[src/rtl/prg_map_pkg.sv]
package prg_map_pkg;

    typedef enum logic [1:0] {
        MODE_FIXED    = 2'd0,
        MODE_PAIR     = 2'd1,
        MODE_DIRECT   = 2'd2,
        MODE_REVERSED = 2'd3
    } prg_mode_e;

    localparam int WIN_BITS   = 13;
    localparam int NUM_WIN    = 4;
    localparam int REG_W      = 8;

    localparam logic [3:0] REG_PAGE  = 4'h8;
    localparam logic [3:0] CTRL_PAGE = 4'hD;

endpackage

[src/rtl/prg_wr_decode.sv]
module prg_wr_decode
    import prg_map_pkg::*;
(
    input  logic         we,
    input  logic [3:0]   page,
    input  logic [2:0]   sub,
    output logic [NUM_WIN-1:0] reg_we,
    output logic         ctrl_we
);

    logic reg_page_hit;

    assign reg_page_hit = we && (page == REG_PAGE) && !sub[2];
    assign ctrl_we      = we && (page == CTRL_PAGE) && (sub == 3'd0);

    for (genvar k = 0; k < NUM_WIN; k++) begin : g_sel
        assign reg_we[k] = reg_page_hit && (sub[1:0] == 2'(k));
    end

endmodule

[src/rtl/prg_bank_regs.sv]
module prg_bank_regs
    import prg_map_pkg::*;
#(
    parameter int ROM_BANKS = 24
) (
    input  logic                          clk,
    input  logic                          rst_n,
    input  logic [NUM_WIN-1:0]            reg_we,
    input  logic [REG_W-1:0]              wdata,
    output logic [NUM_WIN-1:0][REG_W-1:0] regs
);

    for (genvar k = 0; k < NUM_WIN; k++) begin : g_reg
        localparam logic [REG_W-1:0] INIT = REG_W'(ROM_BANKS - NUM_WIN + k);
        always_ff @(posedge clk or negedge rst_n) begin
            if (!rst_n)
                regs[k] <= INIT;
            else if (reg_we[k])
                regs[k] <= wdata;
        end
    end

endmodule

[src/rtl/prg_mode_ctrl.sv]
module prg_mode_ctrl
    import prg_map_pkg::*;
(
    input  logic       clk,
    input  logic       rst_n,
    input  logic       ctrl_we,
    input  logic [1:0] mode_bits,
    input  logic       top_bit,
    input  logic       low_bit,
    output prg_mode_e  mode,
    output logic       top_from_reg,
    output logic       low_win_en
);

    prg_mode_e state_q, state_d;
    logic      top_q, low_q;

    // state register
    always_ff @(posedge clk or negedge rst_n) begin
        if (!rst_n) begin
            state_q <= MODE_FIXED;
            top_q   <= 1'b0;
            low_q   <= 1'b0;
        end else begin
            state_q <= state_d;
            if (ctrl_we) begin
                top_q <= top_bit;
                low_q <= low_bit;
            end
        end
    end

    // next state: any control write jumps to the mode it names
    always_comb begin
        state_d = state_q;
        if (ctrl_we) begin
            unique case (mode_bits)
                2'd0: state_d = MODE_FIXED;
                2'd1: state_d = MODE_PAIR;
                2'd2: state_d = MODE_DIRECT;
                2'd3: state_d = MODE_REVERSED;
            endcase
        end
    end

    // outputs
    always_comb begin
        mode         = state_q;
        top_from_reg = top_q;
        low_win_en   = low_q;
    end

endmodule

[src/rtl/prg_window_map.sv]
module prg_window_map
    import prg_map_pkg::*;
#(
    parameter int ROM_BANKS = 24,
    localparam int BANK_W   = $clog2(ROM_BANKS),
    localparam int ROM_AW   = BANK_W + WIN_BITS
) (
    input  prg_mode_e                     mode,
    input  logic                          top_from_reg,
    input  logic                          low_win_en,
    input  logic [NUM_WIN-1:0][REG_W-1:0] regs,
    input  logic [15:0]                   cpu_addr,
    output logic [ROM_AW-1:0]             rom_addr,
    output logic                          rom_sel
);

    function automatic logic [BANK_W-1:0] wrap(input logic [REG_W:0] raw);
        return BANK_W'(int'(raw) % ROM_BANKS);
    endfunction

    logic [NUM_WIN-1:0][BANK_W-1:0] win_bank;
    logic [BANK_W-1:0]              low_bank;
    logic                           low_open;

    for (genvar w = 0; w < NUM_WIN; w++) begin : g_win
        localparam logic [REG_W:0] FIXED_BANK = (REG_W+1)'(ROM_BANKS - NUM_WIN + w);
        localparam logic [REG_W:0] LAST_BANK  = (REG_W+1)'(ROM_BANKS - 1);
        logic [REG_W:0] raw;
        always_comb begin
            unique case (mode)
                MODE_FIXED:    raw = FIXED_BANK;
                MODE_PAIR: begin
                    if (w < 2) raw = {regs[1], 1'(w)};
                    else       raw = FIXED_BANK;
                end
                MODE_DIRECT: begin
                    if (w == NUM_WIN - 1 && !top_from_reg) raw = LAST_BANK;
                    else                                   raw = {1'b0, regs[w]};
                end
                MODE_REVERSED: raw = {1'b0, regs[NUM_WIN-1-w]};
            endcase
        end
        assign win_bank[w] = wrap(raw);
    end

    assign low_bank = wrap({1'b0, regs[NUM_WIN-1]});
    assign low_open = (mode == MODE_DIRECT) && !top_from_reg && low_win_en;

    always_comb begin
        rom_sel  = 1'b0;
        rom_addr = '0;
        if (cpu_addr[15]) begin
            rom_sel  = 1'b1;
            rom_addr = {win_bank[cpu_addr[14:13]], cpu_addr[WIN_BITS-1:0]};
        end else if (cpu_addr[14:13] == 2'b11 && low_open) begin
            rom_sel  = 1'b1;
            rom_addr = {low_bank, cpu_addr[WIN_BITS-1:0]};
        end
    end

endmodule

[src/rtl/prg_bank_mapper.sv]
module prg_bank_mapper
    import prg_map_pkg::*;
#(
    parameter int ROM_BANKS = 24,
    localparam int BANK_W   = $clog2(ROM_BANKS),
    localparam int ROM_AW   = BANK_W + WIN_BITS
) (
    input  logic              clk,
    input  logic              rst_n,
    input  logic [15:0]       cpu_addr,
    input  logic [7:0]        cpu_wdata,
    input  logic              cpu_we,
    output logic [ROM_AW-1:0] rom_addr,
    output logic              rom_sel
);

    logic [NUM_WIN-1:0]            reg_we;
    logic                          ctrl_we;
    logic [NUM_WIN-1:0][REG_W-1:0] regs;
    prg_mode_e                     mode_q;
    logic                          top_from_reg;
    logic                          low_win_en;

    prg_wr_decode i_dec (
        .we      (cpu_we),
        .page    (cpu_addr[15:12]),
        .sub     (cpu_addr[2:0]),
        .reg_we  (reg_we),
        .ctrl_we (ctrl_we)
    );

    prg_bank_regs #(.ROM_BANKS(ROM_BANKS)) i_regs (
        .clk    (clk),
        .rst_n  (rst_n),
        .reg_we (reg_we),
        .wdata  (cpu_wdata),
        .regs   (regs)
    );

    prg_mode_ctrl i_ctrl (
        .clk          (clk),
        .rst_n        (rst_n),
        .ctrl_we      (ctrl_we),
        .mode_bits    (cpu_wdata[1:0]),
        .top_bit      (cpu_wdata[2]),
        .low_bit      (cpu_wdata[7]),
        .mode         (mode_q),
        .top_from_reg (top_from_reg),
        .low_win_en   (low_win_en)
    );

    prg_window_map #(.ROM_BANKS(ROM_BANKS)) i_map (
        .mode         (mode_q),
        .top_from_reg (top_from_reg),
        .low_win_en   (low_win_en),
        .regs         (regs),
        .cpu_addr     (cpu_addr),
        .rom_addr     (rom_addr),
        .rom_sel      (rom_sel)
    );

endmodule

[config.mk]
export PLATFORM = sky130hd
export DESIGN_NAME = prg_bank_mapper
export DESIGN_NICKNAME = d
export VERILOG_FILES = /design/src/rtl/prg_map_pkg.sv /design/src/rtl/prg_wr_decode.sv /design/src/rtl/prg_bank_regs.sv /design/src/rtl/prg_mode_ctrl.sv /design/src/rtl/prg_window_map.sv /design/src/rtl/prg_bank_mapper.sv
export SDC_FILE = /design/constraint.sdc
export NUM_CORES = 1
export LEC_CHECK = 0
export ABC_AREA = 1
export ABC_CLOCK_PERIOD_IN_PS = 9400
export CAP_MARGIN = 20
export CORE_MARGIN = 5
export CORE_UTILIZATION = 40
export CTS_CLUSTER_SIZE = 25
export DETAILED_ROUTE_END_ITERATION = 8
export HOLD_SLACK_MARGIN = 0.03
export MAX_ROUTING_LAYER = met4
export PLACE_DENSITY_LB_ADDON = 0.1
export SYNTH_ARGS = -nofsm -noshare
export SYNTH_HDL_FRONTEND = slang
export SYNTH_SLANG_ARGS = --single-unit
export TNS_END_PERCENT = 1
[constraint.sdc]
create_clock -name clk -period 9.4 [get_ports clk]
set_input_delay 1.88 -clock clk [delete_from_list [all_inputs] [get_ports clk]]
set_output_delay 1.88 -clock clk [all_outputs]
set_load 0.02 [all_outputs]
==> flow_summary.yaml <==
logic_synthesis:
  syn_inst: 517
  syn_area_mm2: 0.00322
  synth.distinct_cells: 47
  syn_nets: 549
  synth_warnings: 0
  syn_avg_cell_area_um2: 6.23
  async_flop_share: 1.00
  ys_seq_area_frac: 0.284
  synth-seq-cells: 36
  synth_edf_count: 0
  synth_ff_type: "dfrtp_1"
timing:
  rsz0062_at_grt: "false"
  fin_crit_ps: 6270
  finalSetupViolations: 0
  fin_crit_sh: 0.667
  worst_slew_pin_slew_ps: 607
  slew_violations: 0
  finalHoldViolCount: 0
  finalSetupTns_ps: 0
  clock_skew_ps: 0
  fmax_mhz: 159
  max-slew-margin-rel: 0.595
  timing.hold.ws_ps: 495
clock_tree:
  htreeDepth: 2
  path_clk_slew_ps: 60
  cts.sinks: 36
  cts_setup_buffers: 0
  cts-root-buf: "clkbuf_8"
  cts_buffers: 5
  cts_hold_buf: 0
  cts_tree: "yes"
  clkLatencyLatePin_ps: 280
  clock_path_buffers: 2
  cts_resized: 0
place:
  routabilityCongestion: 0.882
  dp_hpwl_mm: 7.21
  io_buffers: 45
cells_and_area:
  top_register: "i_regs.regs"
  synthToLayoutAreaGrowth_pct: 18.4
  drive_gt1_frac: 0.0937
  antennaDiodeCount: 0
  largest_register_ffs: 32
  postLayoutCoreUtil: 0.491
  nets: 586
worst_setup_path:
  critPathLaunchType: "input port"
  cp_max_fo: 14
  worstSetupPathType: "input port to primary output"
  required_ps: 7520
  crit_path_cell_trace: "clkdlybuf4s50_1 > inv_2 > nor3_1 > nand3_1 > nor2_1 > nand2_1 > a21oi_1 > a21oi_1 > nand2_1 > clkdlybuf4s50_1"
  critPathMaxStageDelay_ps: 780
  end_kind: "primary output"
  arrival_ps: 4390
  crit_slowest_cell: "clkdlybuf4s50_1"
floorplanning:
  fp.coreArea_mm2: 0.00777
  rows: 32
  start_util: 0.415
  die_w_um: 99.7
  boundaryPins: 46
  die_h_um: 99.7
  die_area_mm2: 0.00995
detailed_routing:
  top_layer: "met4"
  wl_met3_um: 373
  drtAntennaViolNets: 0
  routed_via_density: 5.19
  postRouteWirelength_mm: 8.96
  vias: 3409
  first_pass_iters: 5
  avgRoutedWirePerCell_um: 13.6
  wl_met1_mm: 4.30
  met2WireLength_mm: 4.10
  drt_iter0_markers: 171
  drc: 0
power:
  p_leak_nw: 1.92
  vdd_drop_max_uv: 98.3
  power.density_mw_per_mm2: 106
hold_path:
  worstHoldPathType: "flip-flop to flip-flop"
status:
  status: "complete, no violations"
global_route:
  track_usage: 0.192
  grt_overflow: 0
  grt_max_degree: 37
  antenna_found_initial: 0
  grt_pass1_vias: 3162
  grt_pass1_wl_mm: 15.0
job:
  cap_violations: 0
-- stage by stage --
step	setup slack, ps	std cells	total power [mW]	cell area [um^2]
2_1_floorplan	4530	517	0.253	3220
3_3_place_gp	3240	649	0.294	3720
3_5_place_dp	3150	649	0.295	3720
4_1_cts	3140	657	0.407	3810
5_1_grt	2780	657	0.430	3810
6_report	3130	657	0.403	3810
-- cells in the final DEF, fill, tap and decap left out, types with 12 or more instances in the layout --
cell type and instances:
nand2_1 136, clkdlybuf4s50_1 45, o21ai_0 49, dfrtp_1 24
dfstp_2 12, inv_1 72, inv_2 13, nand3_1 57
nor2_1 45, a21oi_1 12
-- cells in the mapped netlist (9+ instances only) --
cell type	instances	area, um^2
inv_1	72	270
nor2_1	45	169
o21ai_0	49	245
clkbuf_1	9	33.8
nand3_1	57	285
dfrtp_1	24	601
inv_2	13	48.8
dfstp_2	12	315
a21oi_1	12	60.1
nand2_1	136	510
-- area by class of cell --
cell class              instances  area (um^2)
clock buffers                   8         90.1
fillers                       795         3950
inverters                      89          339
multi-input cells             376         1880
flip-flops and latches         36          916
well taps                     102          128
repair buffers                 46          458
-- critical path, delay by kind of cell --
kind	cells	cell delay, ps
buffers and inverters	3	1540
AND/OR/NAND/NOR	5	790
AO/OA/AOI/OAI	2	180
-- cells by family (layout without fill, tap and decap cells) --
family | after synthesis | count (layout) | synth area share
AO/OA/AOI/OAI | 100 | 100 | 0.194
XOR/XNOR | 1 | 1 | 0.00272
AND/OR/NAND/NOR | 270 | 270 | 0.368
flip-flops | 36 | 36 | 0.284
buffers and inverters | 105 | 143 | 0.131
adder cells (fa/ha/maj) | 5 | 5 | 0.0194
-- routing by layer --
metal	global-route usage	vias up
li1	-	1772
met4	0.0714	0
met5	-	-
met2	0.300	73
met3	0.0203	16
met1	0.255	1548
-- report_power, final --
part	switching (mW)	internal [mW]	leakage (nW)	total, mW
Sequential	0.0192	0.171	0.451	0.190
Clock	0.0499	0.0597	0.0455	0.110
Combinational	0.0612	0.0419	1.43	0.103
-- final timing paths --
kind,end,cells after the start,start,slack (ps)
min in group asynchronous,i_regs.regs[0],2,rst_n,2000
max,rom_addr[17],10,cpu_addr[13],3130
max reg2reg,i_ctrl.mode[0],2,i_ctrl.mode[0],8460
min,i_regs.regs[1],2,i_regs.regs[1],500
min reg2reg,i_regs.regs[1],2,i_regs.regs[1],500
max in group asynchronous,i_regs.regs[20],2,rst_n,7060
Power figures use the tool's default switching activity.
